## src/rtl/rstseq_pkg.sv

```systemverilog
package rstseq_pkg;

    typedef enum logic [1:0] {
        SEQ_INIT  = 2'd0,
        SEQ_START = 2'd1,
        SEQ_RUN   = 2'd2
    } seq_state_e;

    typedef struct packed {
        logic por_hold;
        logic ext_hold;
        logic pulse_hold;
    } hold_vec_t;

    function automatic int max_of4(input int a, input int b, input int c, input int d);
        int m;
        m = a;
        if (b > m) m = b;
        if (c > m) m = c;
        if (d > m) m = d;
        return m;
    endfunction

    function automatic int bits_for(input int v);
        return (v < 2) ? 1 : $clog2(v + 1);
    endfunction

endpackage

```

## src/rtl/rstseq_power_seq.sv

```systemverilog
module rstseq_power_seq
    import rstseq_pkg::*;
#(
    parameter int INIT_CYC   = 8,
    parameter int START_LEN0 = 4,
    parameter int START_LEN1 = 8,
    parameter int START_LEN2 = 16,
    parameter int START_LEN3 = 32,
    parameter int CW         = 6
) (
    input  logic       clk,
    input  logic       por_ok,
    input  logic [1:0] dly_sel,
    output logic       por_hold
);
    localparam logic [CW-1:0] INIT_LAST = CW'(INIT_CYC - 1);

    seq_state_e    state;
    logic [CW-1:0] cnt;
    logic [CW-1:0] start_last;

    always_comb begin
        case (dly_sel)
            2'b00:   start_last = CW'(START_LEN0 - 1);
            2'b01:   start_last = CW'(START_LEN1 - 1);
            2'b10:   start_last = CW'(START_LEN2 - 1);
            default: start_last = CW'(START_LEN3 - 1);
        endcase
    end

    always_ff @(posedge clk or negedge por_ok) begin
        if (!por_ok) begin
            state <= SEQ_INIT;
            cnt   <= '0;
        end else begin
            case (state)
                SEQ_INIT: begin
                    if (cnt == INIT_LAST) begin
                        state <= SEQ_START;
                        cnt   <= '0;
                    end else begin
                        cnt <= cnt + 1'b1;
                    end
                end
                SEQ_START: begin
                    if (cnt == start_last) begin
                        state <= SEQ_RUN;
                        cnt   <= '0;
                    end else begin
                        cnt <= cnt + 1'b1;
                    end
                end
                default: begin
                    state <= SEQ_RUN;
                    cnt   <= '0;
                end
            endcase
        end
    end

    assign por_hold = (state != SEQ_RUN);

endmodule

```

## src/rtl/rstseq_pin_sync.sv

```systemverilog
module rstseq_pin_sync #(
    parameter int STAGES = 2
) (
    input  logic clk,
    input  logic por_ok,
    input  logic pin_n,
    output logic active
);
    logic [STAGES-1:0] sh;

    always_ff @(posedge clk or negedge por_ok) begin
        if (!por_ok) begin
            sh <= '1;
        end else begin
            sh <= {sh[STAGES-2:0], ~pin_n};
        end
    end

    assign active = sh[STAGES-1];

endmodule

```

## src/rtl/rstseq_stretch.sv

```systemverilog
module rstseq_stretch #(
    parameter int MIN_PULSE = 6,
    parameter int PW        = 3
) (
    input  logic clk,
    input  logic por_ok,
    input  logic req,
    output logic hold
);
    localparam logic [PW-1:0] LOAD_VAL = PW'(MIN_PULSE - 1);

    logic [PW-1:0] remain;

    always_ff @(posedge clk or negedge por_ok) begin
        if (!por_ok) begin
            remain <= '0;
        end else if (req) begin
            remain <= LOAD_VAL;
        end else if (remain != '0) begin
            remain <= remain - 1'b1;
        end
    end

    assign hold = req | (remain != '0);

endmodule

```

## src/rtl/rstseq_cold_flag.sv

```systemverilog
module rstseq_cold_flag (
    input  logic clk,
    input  logic por_ok,
    input  logic wr_en,
    input  logic wr_data,
    output logic flag
);
    always_ff @(posedge clk or negedge por_ok) begin
        if (!por_ok) begin
            flag <= 1'b1;
        end else if (wr_en && !wr_data) begin
            flag <= 1'b0;
        end
    end

endmodule

```

## src/rtl/rst_sequencer.sv

```systemverilog
module rst_sequencer
    import rstseq_pkg::*;
#(
    parameter int          INIT_CYC    = 8,
    parameter int          START_LEN0  = 4,
    parameter int          START_LEN1  = 8,
    parameter int          START_LEN2  = 16,
    parameter int          START_LEN3  = 32,
    parameter int          MIN_PULSE   = 6,
    parameter int          SYNC_STAGES = 2,
    parameter int          VEC_W       = 16,
    parameter logic [15:0] RESET_VEC   = 16'h0000
) (
    input  logic             clk,
    input  logic             por_ok,
    input  logic             bod_req,
    input  logic             ext_rst_n,
    input  logic             wdt_pulse,
    input  logic             sw_pulse,
    input  logic [1:0]       dly_sel,
    input  logic             cold_we,
    input  logic             cold_wdata,
    output logic             sys_rst,
    output logic             port_hiz,
    output logic             cold_flag,
    output logic [VEC_W-1:0] rst_vector
);
    localparam int MAX_LEN = max_of4(max_of4(START_LEN0, START_LEN1, START_LEN2, START_LEN3),
                                     INIT_CYC, 1, 1);
    localparam int CW      = bits_for(MAX_LEN);
    localparam int PW      = bits_for(MIN_PULSE);

    hold_vec_t hv;
    logic      pulse_req;
    logic      rst_q;

    assign pulse_req = wdt_pulse | sw_pulse | bod_req;

    rstseq_power_seq #(
        .INIT_CYC  (INIT_CYC),
        .START_LEN0(START_LEN0),
        .START_LEN1(START_LEN1),
        .START_LEN2(START_LEN2),
        .START_LEN3(START_LEN3),
        .CW        (CW)
    ) u_pseq (
        .clk     (clk),
        .por_ok  (por_ok),
        .dly_sel (dly_sel),
        .por_hold(hv.por_hold)
    );

    rstseq_pin_sync #(
        .STAGES(SYNC_STAGES)
    ) u_psync (
        .clk   (clk),
        .por_ok(por_ok),
        .pin_n (ext_rst_n),
        .active(hv.ext_hold)
    );

    rstseq_stretch #(
        .MIN_PULSE(MIN_PULSE),
        .PW       (PW)
    ) u_stretch (
        .clk   (clk),
        .por_ok(por_ok),
        .req   (pulse_req),
        .hold  (hv.pulse_hold)
    );

    rstseq_cold_flag u_cflag (
        .clk    (clk),
        .por_ok (por_ok),
        .wr_en  (cold_we),
        .wr_data(cold_wdata),
        .flag   (cold_flag)
    );

    // Assert without a clock on supply loss, release on a clock edge.
    always_ff @(posedge clk or negedge por_ok) begin
        if (!por_ok) begin
            rst_q <= 1'b1;
        end else begin
            rst_q <= hv.por_hold | hv.ext_hold | hv.pulse_hold;
        end
    end

    assign sys_rst    = rst_q;
    assign port_hiz   = rst_q;
    assign rst_vector = VEC_W'(RESET_VEC);

endmodule

```

## config.mk

```make
export PLATFORM = sky130hd
export DESIGN_NAME = rst_sequencer
export DESIGN_NICKNAME = d
export VERILOG_FILES = /design/src/rtl/rstseq_pkg.sv /design/src/rtl/rstseq_power_seq.sv /design/src/rtl/rstseq_pin_sync.sv /design/src/rtl/rstseq_stretch.sv /design/src/rtl/rstseq_cold_flag.sv /design/src/rtl/rst_sequencer.sv
export SDC_FILE = /design/constraint.sdc
export NUM_CORES = 1
export LEC_CHECK = 0
export ABC_CLOCK_PERIOD_IN_PS = 1700
export BUFFER_PORTS_ARGS = -buffer_cell sky130_fd_sc_hd__buf_2
export CAP_MARGIN = 10
export CORE_MARGIN = 3
export CORE_UTILIZATION = 45
export CTS_CLUSTER_DIAMETER = 200
export DETAILED_ROUTE_END_ITERATION = 8
export GPL_ROUTABILITY_DRIVEN = 0
export GPL_TIMING_DRIVEN = 0
export PLACE_DENSITY = 0.79
export SLEW_MARGIN = 20
export SYNTH_ARGS = -nofsm -noshare
export SYNTH_HDL_FRONTEND = slang
export SYNTH_HIERARCHICAL = 1
export SYNTH_SLANG_ARGS = --single-unit
```

## constraint.sdc

```tcl
create_clock -name clk -period 1.7 [get_ports clk]
set_input_delay 0.34 -clock clk [delete_from_list [all_inputs] [get_ports clk]]
set_output_delay 0.34 -clock clk [all_outputs]
set_load 0.005 [all_outputs]
```

==> Yosys cells after proc, flatten, opt, wreduce, memory -nomap -nowiden <==
Cells that the tools add are included.
{ "totals": {"ff_bits": 15, "input_bits": 10, "out_inout_bits": 19} }
{ "op_classes": {"add_sub_neg": 2, "n_eq_ne": 8, "mux": 9, "n_bitwise": 6, "n_reduce_logical": 7} }
{ "op_table": {"columns": ["operator", "n"], "rows": [
  ["5-bit one-hot mux with 3 select lines", 1],
  ["6-bit 2-to-1 mux", 2],
  ["6-bit one-hot mux with 2 select lines", 1],
  ["6-bit by 1-bit adder with 6-bit output (second input constant)", 1],
  ["6-bit by 3-bit == test with 1-bit output (second input constant)", 1],
  ["6-bit by 5-bit == test with 1-bit output", 1],
  ["3-bit 2-to-1 mux", 2],
  ["1-bit OR", 5],
  ["2-bit by 1-bit == test with 1-bit output (second input constant)", 2],
  ["2-bit zero test", 2],
  ["2-bit 2-to-1 mux", 2],
  ["2-bit by 1-bit inequality test with 1-bit output (second input constant)", 2],
  ["2-bit one-hot mux with 2 select lines", 1],
  ["3-bit nonzero test", 1],
  ["3-bit by 1-bit subtractor with 3-bit output (second input constant)", 1],
  ["2-bit == test (second input constant)", 1],
  ["2-bit inequality test (second input constant)", 1],
  ["2-bit AND reduction", 1],
  ["2-bit nonzero test", 1],
  ["1-bit logical AND", 1],
  ["1-bit zero test", 1],
  ["1-bit inverter", 1]
]} }

==> Depth between registers and ports, before layout <==
{ "logic_depth": {"depth_word": 5, "depth_mapped": 5, "ltp_nobuf": 5} }

==> Modules after synthesis <==
The synthesis kept the hierarchy.
{ "by_module_without_submodules": {"columns": ["mod", "n_inst", "cells_each", "area_each_um2"], "rows": [
  ["rstseq_power_seq", 1, 41, 431.7],
  ["rstseq_stretch", 1, 17, 178.9],
  ["rst_sequencer", 1, 21, 170.2],
  ["rstseq_pin_sync", 1, 3, 56.3],
  ["rstseq_cold_flag", 1, 3, 37.5]
]} }

==> Worst setup path after synthesis <==
Ideal clock, no wire load.
{ "synth_path": {"path_type": "register -> register", "startpoint": "register u_pseq.cnt[0]", "endpoint": "register u_pseq.cnt[1]", "arrival_time_ps": 1374, "slack_ps": 181, "stages_incl_launch_ff": 6, "path_buffers": 0, "path_cell_list": "dfrtp_1 ha_1 nand2b_1 or3b_4 nor3_4 nor4b_1"} }
{ "synth_via": {"elab_chain_cells": 3, "word_cells_on_any_way": 6} }
{ "synth_lines": {"columns": ["item", "line", "text"], "rows": [
  ["start: declaration", "rstseq_power_seq.sv:19", "logic [CW-1:0] cnt;"],
  ["start signal: assignment", "rstseq_power_seq.sv:42", "cnt <= cnt + 1'b1;"],
  ["start signal: assignment", "rstseq_power_seq.sv:50", "cnt <= cnt + 1'b1;"],
  ["6-bit by 1-bit adder with 6-bit output (tied with other cells)", "rstseq_power_seq.sv:42, rstseq_power_seq.sv:50", null],
  ["6-bit 2-to-1 mux, on equally long branches", "rstseq_power_seq.sv:46, rstseq_power_seq.sv:38", null],
  ["6-bit one-hot mux with 2 select lines *", "rstseq_power_seq.sv:36", "case (state)"]
]} }
Mark *: on every way between the ends. The rest lies on a longest branch, timed or not.
A chain may end at the register's enable or synchronous reset.

==> Worst setup path in the final report <==
{ "layout_path": {"startpoint": "register u_pseq.cnt[0]", "endpoint": "register u_pseq.cnt[5]"} }
Same word-level chain as after synthesis.

==> impl_metrics.yaml <==
global_route:
  grt_pass1_wl_um: 2420
  grt_max_degree: 16
  track_usage: 0.122
  grt.overflow.total: 0
  antenna_found_initial: 0
  grt_pass1_vias: 593
clocking:
  numCtsBuffers: 3
  cts_setup_buffers: 0
  worstSkewPairLatency_ns: 0.28
  clock_path_buffers: 2
  cts-root-buf: "clkbuf_4"
  numClockSinks: 15
  htree_levels: 1
  cts_tree: "built"
  path_clk_slew_ns: 0.08
synth:
  synth_edf_count: 0
  async_flop_share: 1.00
  synth_area_per_cell_um2: 10.3
  ys_seq_area_frac: 0.435
  yosysTopAreaCellShare: 0.315
  synthCells: 85
  synth.distinct_cells: 29
  synth_top_area_cell: "dfrtp_1"
  yosys_warnings: 6
  yosys-top-cells-area: "dfrtp_1 31%, buf_4 15%, dfstp_2 12%"
  dominantRegCellSynth: "dfrtp_1"
  syn_area_um2: 875
  ys_ff_latch: 15
timing:
  worst-slew-pin-transition_ns: 0.637
  tns_ns: 0
  hold_viol_final: 0
  max_slew_margin: 0.571
  rsz0062_at_grt: "no"
  setup_ws_ns: 0.113
  finalSetupViolCount: 0
  post-route-period-util: 0.933
  fin_skew_ns: 0.00712
  finalMaxSlewViolations: 0
  period_needed_ns: 1.59
  max_clock_freq_mhz: 630
routing:
  drc: 0
  drt_wl_total_um: 1310
  first_iter_violations: 6
  viasPerCell: 4.31
  detail_route.wl_per_cell_um: 9.25
  antenna_left: 0
  vias: 612
  drtPass1Iterations: 4
die:
  core.rowCount: 15
  io_pins: 29
  die_y_um: 50.1
  start_util: 0.491
  die_x_um: 50.1
  fp.coreArea_um2: 1780
  dieArea_um2: 2510
power:
  p_leak_nw: 0.520
  p_seq_frac: 0.485
  clockPowerShare: 0.200
  peakVddDrop_uv: 466
  internal-power_w: 0.000667
  swShare: 0.316
  power_density_nw_per_um2: 917
  comb_power_share: 0.315
  p_switching_w: 0.000308
  power_w: 0.000975
finish:
  antenna_cells: 0
  drive_gt1_frac: 0.368
  area_delta_synth_final_pct: 21.5
  final_cell_mix: "17 x buf_4, 16 x conb_1, 12 x buf_2"
  fin_area_um2: 1060
  final_common_cell: "buf_4"
  final_nets: 131
place:
  place_ws_ns: 0.0310
  dpl-instance-area_um2: 1020
  dp_hpwl_um: 1030
  io_buffers: 12
critical_path:
  cp-start-kind: "register"
  critPathKind: "register to register"
  critical_path_required_ns: 1.83
  crit_arrival_ns: 1.72
  critPathMaxFanout: 8
  timing.rr.end: "u_pseq/cnt[5]"
  reg2reg_depth: 5
  r2r_start: "u_pseq/cnt[0]"
  crit_path_end_kind: "register"
  rrSetupSlack_ns: 0.11
  cp-startpoint: "u_pseq/cnt[0]"
outcome:
  status: "finished clean"
hold_path:
  hold_depth: 2
  hp-start: "ext_rst_n"
  min_path_type: "input port to register"
  worstHoldEndpoint: "u_psync/sh[0]"
run:
  cap_violations: 0
## cell type report
cell class / instances / area (µm²)
plain buffers: 19 / 143
clock inverters: 1 / 5.00
repair buffers: 13 / 70.1
multi-input cells: 62 / 395
well taps: 25 / 31.3
clock buffers: 3 / 22.5
inverters: 4 / 15.0
fillers: 147 / 721
flip-flops and latches: 15 / 380
## how the worst max path moves through the flow
stage | to | slack, ns
floorplan | u_pseq/cnt[1] | 0.18
global placement | u_pseq/cnt[1] | 0.04
detailed placement | u_pseq/cnt[3] | 0.03
CTS | u_pseq/cnt[1] | 0.02
global route | u_pseq/cnt[5] | 0.005
finish | u_pseq/cnt[5] | 0.11
## cells by family after synthesis
group,count (synthesis),synth area share
AO/OA/AOI/OAI,5,0.0501
multiplexers,1,0.0114
XOR/XNOR,6,0.0601
other,1,0.00429
adder cells (fa/ha/maj),3,0.0429
AND/OR/NAND/NOR,31,0.216
flip-flops,15,0.435
buffers and inverters,23,0.180
## metal layers
layer  part of all wire  vias up  track usage
li1                   -      315            -
met5                  0        -            0
met1               0.43      270        0.157
met4              0.016        0       0.0691
met2               0.47       25        0.196
met3              0.081        2       0.0121
## flip-flops by register name, summed over array words and instances, names as in the netlist
name,count
u_pseq/state,2
port_hiz,1
u_psync/sh,2
u_stretch/remain,3
u_cflag/flag,1
u_pseq/cnt,6
## cell usage after synthesis, types with 2 or more instances
master,number
dfrtp_1,11
ha_1,3
buf_4,17
nand3_1,2
xnor2_1,2
dfstp_2,4
or3_1,2
inv_1,4
nand2b_1,4
nor2b_1,2
xor2_1,4
nor2_1,5
nor4_1,4
or2_1,2
nor3_1,5
## power by group through the flow
stage | clock (W) | combinational [W] | sequential (W)
after floorplan | 0 | 0.000248 | 0.000469
after global placement | 0 | 0.000292 | 0.000476
after detailed placement | 0 | 0.000301 | 0.000479
after CTS | 0.000206 | 0.000304 | 0.000472
after global routing | 0.000219 | 0.000347 | 0.000481
final | 0.000195 | 0.000307 | 0.000473
## per-stage QoR
stage,cells,hold WS (ns),utilization
floorplan,100,0.0444,-
global placement,137,0.255,0.573
detailed placement,137,0.256,0.573
CTS,142,0.147,0.594
global route,142,0.163,0.596
finish,142,0.161,0.596
## worst max-delay path, stage by stage, from the launching register on
cell      delay (ns)
dfrtp_1         0.38
ha_2            0.21
nand2b_1        0.09
or3b_4          0.39
nor3_4          0.27
nor4_1          0.11
## timing repair
action                                  in CTS  in global routing
hold buffers                                 1                  0
resized for setup                            0                  1
endpoints found under the setup margin       0                  8
hold endpoints to repair                    11                  0
(Power assumes the default switching activity.)
